===== src/rtl/range_prefix_gen.sv =====
module range_prefix_gen #(
  parameter int W     = 11,
  parameter int IDX_W = 6,
  localparam int CW   = W + 1,
  localparam int KW   = $clog2(W + 1)
) (
  input  logic             clk,
  input  logic             rst_n,
  input  logic             start,
  input  logic [2*W-1:0]   road_word,
  input  logic [IDX_W-1:0] road_sel,
  output logic             busy,
  output logic             wr_valid,
  output logic [W-1:0]     wr_value,
  output logic [W-1:0]     wr_mask,
  output logic [IDX_W-1:0] wr_road,
  output logic             done,
  output logic             err
);

  logic [CW-1:0] cur;
  logic [W-1:0]  hi;
  logic [KW-1:0] k;
  logic [CW-1:0] step;
  logic          last;

  wire [W-1:0] lo_in = road_word[W-1:0];
  wire [W-1:0] hi_in = road_word[2*W-1:W];
  wire         take  = start && !busy;

  always_comb begin
    logic [CW-1:0] blk;
    k = '0;
    for (int j = 1; j <= W; j++) begin
      blk = CW'(1) << j;
      if (((cur & (blk - 1'b1)) == '0) && (cur + blk - 1'b1 <= {1'b0, hi}))
        k = KW'(j);
    end
  end

  assign step     = CW'(1) << k;
  assign last     = (cur + step - 1'b1) == {1'b0, hi};
  assign wr_valid = busy;
  assign wr_value = cur[W-1:0];
  assign wr_mask  = W'(step - 1'b1);

  always_ff @(posedge clk or negedge rst_n) begin
    if (!rst_n) begin
      busy    <= 1'b0;
      cur     <= '0;
      hi      <= '0;
      wr_road <= '0;
      done    <= 1'b0;
      err     <= 1'b0;
    end else begin
      done <= 1'b0;
      err  <= 1'b0;
      if (take) begin
        if (lo_in <= hi_in) begin
          busy    <= 1'b1;
          cur     <= {1'b0, lo_in};
          hi      <= hi_in;
          wr_road <= road_sel;
        end else begin
          err <= 1'b1;
        end
      end else if (busy) begin
        cur <= cur + step;
        if (last) begin
          busy <= 1'b0;
          done <= 1'b1;
        end
      end
    end
  end

endmodule



===== config.mk =====
export PLATFORM = sky130hd
export DESIGN_NAME = range_prefix_gen
export DESIGN_NICKNAME = d
export VERILOG_FILES = /design/src/rtl/range_prefix_gen.sv
export SDC_FILE = /design/constraint.sdc
export NUM_CORES = 1
export LEC_CHECK = 0
export BUFFER_PORTS_ARGS = -buffer_cell sky130_fd_sc_hd__buf_2
export CORE_ASPECT_RATIO = 2
export CORE_MARGIN = 1
export CORE_UTILIZATION = 40
export CTS_CLUSTER_DIAMETER = 50
export DETAILED_ROUTE_END_ITERATION = 12
export PLACE_DENSITY = 0.63
export SETUP_SLACK_MARGIN = 0.05
export SYNTH_ARGS = -nofsm -noshare
export SYNTH_HDL_FRONTEND = slang
export SYNTH_SLANG_ARGS = --single-unit

===== constraint.sdc =====
create_clock -name clk -period 6.48 [get_ports clk]
set_input_delay 0.324 -clock clk [delete_from_list [all_inputs] [get_ports clk]]
set_output_delay 0.324 -clock clk [all_outputs]
set_load 0.02 [all_outputs]

==> flow_summary_export.csv <==
group,metric,value,unit
outcome,status,"finished clean",
finish,nFillCells,1500,
cts,cts_tree,"done",
detailed_routing,via_per_inst,5.900,
cts,clk_pin_slew_worst_paths,0.06,ns
die,die_area,15750,um2
synth,async_flop_share,100.0,%
worst_setup_path,r2r_slack,0.004,ns
synth,synth_cell_types,87,
timing,rsz0062_at_grt,"yes",
worst_setup_path,cp_data_required_time,6.60,ns
placement,place_ws,-0.3747,ns
detailed_routing,drc,0,
timing,clock_skew,0.007391,ns
finish,layout_commonest_cell,"buf_4",
finish,fin_cells,1131,
global_route,first_global_vias,6708,
finish,drive_gt1_share,31.41,%
timing,period_needed,6.476,ns
synth,syn_nets,911,
cts,clockBufferDepth,2,
timing,fin_crit_sh,99.94,%
placement,place.detailed.instances,1108,
worst_setup_path,crit-reg2reg-launch,"cur[1]$_DFFE_PN0P_",
synth,synthCells,786,
die,die_h,176.5,um
timing,maxSlewHeadroom,39.25,%
worst_setup_path,worst-path-max-fanout,5,
worst_setup_path,r2r_end,"busy$_DFFE_PN0N_",
cts,htreeDepth,2,
timing,tightestPinTransition,0.9113,ns
die,core-area,14820,um2
synth,ys_seq_area_share,13.15,%
global_route,grt_use_total,28.32,%
detailed_routing,antenna_left,0,
worst_setup_path,critPathMaxStageDelay,0.45,ns
detailed_routing,first_pass_iters,5,
die,die_w,89.25,um
placement,dp_hpwl,17450,um
synth,ys_seq_elements,32,
detailed_routing,drtIter0Drc,349,
synth,synth_top_flop_cell,"dfrtp_1",
detailed_routing,vias,6673,
synth,synth_edf_count,0,
global_route,grt_overflow_total,0,
finish,final_cell_mix,"buf_4 (112), ha_1 (89), buf_2 (62)",
power_and_ir_drop,powerDensity,284.0,nW/um2
global_route,grt_max_degree,33,
cts,cts_root_buf,"clkbuf_16",
placement,gp_congestion,0.9236,
synth,syn_area_per_cell,7.748,um2
worst_setup_path,slowest_stage,"or4b_4",
detailed_routing,drt-total-wl,22130,um
synth,synth_area,6090,um2
cts,numCtsBuffers,5,
global_route,antenna_found_initial,0,
timing,drv_slew,0,
timing,setup_violations,0,
power_and_ir_drop,leakagePower,3.699,nW
worst_setup_path,reg2reg_depth,30,
power_and_ir_drop,ir_drop,220.9,uV
worst_setup_path,path_class,"reg -> reg",
timing,timing.fmax,0.1544,GHz
cts,cts.sinks,32,
timing,worst_slack,0.003612,ns
global_route,grt_pass1_wl,33630,um
worst_setup_path,start_kind,"register",
finish,antennaDiodeCount,0,
die,core.rowCount,63,
timing,tns,0,ns
synth,yosys_warnings,0,
detailed_routing,wl_per_cell,19.56,um
die,io_pins,63,
worst_hold_path,min_path_type,"in -> async",
worst_setup_path,worstPathArrival,6.60,ns
die,initial_utilization,41.09,%
flow_run,maxCapViolCount,0,
finish,areaGrowthSynthToFinish,31.05,%
cts,clk_latency,0.28,ns
timing,hold_viol_final,0,
worst_setup_path,crit_path_end_kind,"register",
finish,nets,1060,
cts,hold_buffers,0,
placement,port_buffers,62,
## how the worst max path moves through the flow
stage,start,end,depth (start not counted)
2_1_floorplan,cur[0]$_DFFE_PN0P_,busy$_DFFE_PN0N_,25
3_3_place_gp,cur[0]$_DFFE_PN0P_,done$_DFF_PN0_,28
3_5_place_dp,cur[0]$_DFFE_PN0P_,done$_DFF_PN0_,29
4_1_cts,cur[0]$_DFFE_PN0P_,busy$_DFFE_PN0N_,30
5_1_grt,cur[1]$_DFFE_PN0P_,done$_DFF_PN0_,30
6_report,cur[1]$_DFFE_PN0P_,busy$_DFFE_PN0N_,30
## layout make-up
cell class	instances	area (um2)	share of cell area, %
flip-flops and latches	32	800.8	10.03
well taps	195	244.0	3.057
repair buffers	178	1196	14.99
multi-input cells	664	5354	67.09
inverters	54	202.7	2.540
clock inverters	1	30.03	0.3763
clock buffers	7	152.6	1.913
## cells in the mapped netlist (3+ instances only)
cell       n  area (um2)
ha_1      93        1164
nor2_1    61       229.0
nand2_1   60       225.2
xnor2_1   59       516.8
inv_1     51       191.4
a21oi_1   40       200.2
o21ai_0   35       175.2
dfrtp_1   32       800.8
nand3_1   30       150.1
nor3_1    28       140.1
xor2_1    24       210.2
a21o_1    20       150.1
clkbuf_1  16       60.06
nand4_1   15       93.84
and3_1    14       87.58
buf_4     12       90.09
o211ai_1  11       82.58
and2_1    10       62.56
o22ai_1   10       62.56
mux2_2     9       101.4
nor4_1     8       50.05
a211oi_1   7       52.55
nand2b_1   7       43.79
or3_1      7       43.79
a31oi_1    6       37.54
nor2b_1    6       37.54
o21a_1     6       45.04
or2_2      6       37.54
a221oi_1   5       43.79
buf_1      5       18.77
a221o_1    4       40.04
nor3b_1    4       30.03
buf_2      3       15.01
mux2i_1    3       30.03
o2111a_1   3       33.78
o21ai_1    3       15.01
o31a_1     3       26.28
o32ai_1    3       26.28
## critical path, delay by kind of cell, from the launching register on
family                   cells  cell delay (ns)
AO/OA/AOI/OAI                9             1.45
XOR/XNOR                     1             0.19
adder cells (fa/ha/maj)      4             0.90
buffers and inverters        6             0.70
flip-flops                   1             0.38
multiplexers                 1             0.19
AND/OR/NAND/NOR              9             2.48
## where the power goes
| group | leakage [nW] | internal (W) | switching, W |
|---|---|---|---|
| clock | 0.0901 | 0.000202 | 0.0000873 |
| sequential | 0.399 | 0.000227 | 0.0000342 |
| combinational | 3.21 | 0.000762 | 0.000954 |
| total | 3.70 | 0.00119 | 0.00108 |
## cell families (layout without fill, tap and decap cells)
family / count (synthesis) / count (layout) / synth area share, %
and+or+nand+nor: 275 / 275 / 23.28
AOI/OAI and AO/OA: 199 / 199 / 23.32
adders and majority gates: 94 / 94 / 19.44
muxes: 12 / 12 / 2.157
DFF: 32 / 32 / 13.15
buffers and inverters: 90 / 240 / 6.349
xor gates and xnor gates: 84 / 84 / 12.31
## per-stage QoR
step	total power [W]	area, um2	utilization [%]	hold slack, ns
5_1_grt	0.002436	7980	53.85	0.1739
3_5_place_dp	0.001740	7246	48.89	0.4460
2_1_floorplan	0.001229	6113	-	0.02841
6_report	0.002267	7980	53.85	0.1007
3_3_place_gp	0.001725	7246	48.89	0.4468
4_1_cts	0.002080	7596	51.26	0.1445
## flip-flops by register name (all words and copies together), names as in the netlist
name and count:
busy 1, cur 12, done 1, hi 11, err 1, wr_road 6
## layer usage
layer | track usage (%) | vias up | routed length (um)
met3 | 2.244 | 94 | 809
li1 | - | 3175 | -
met1 | 28.38 | 3168 | 7830
met5 | 0 | - | 0
met2 | 53.88 | 236 | 11930
met4 | 17.26 | 0 | 1555
## timing repair
item                       in CTS  in global routing
pin swaps                      14                 37
gates resized for setup        25                 64
buffers inserted                5                 10
setup endpoints to repair       2                  2
Note: power is estimated with default switching activity, not from simulation.
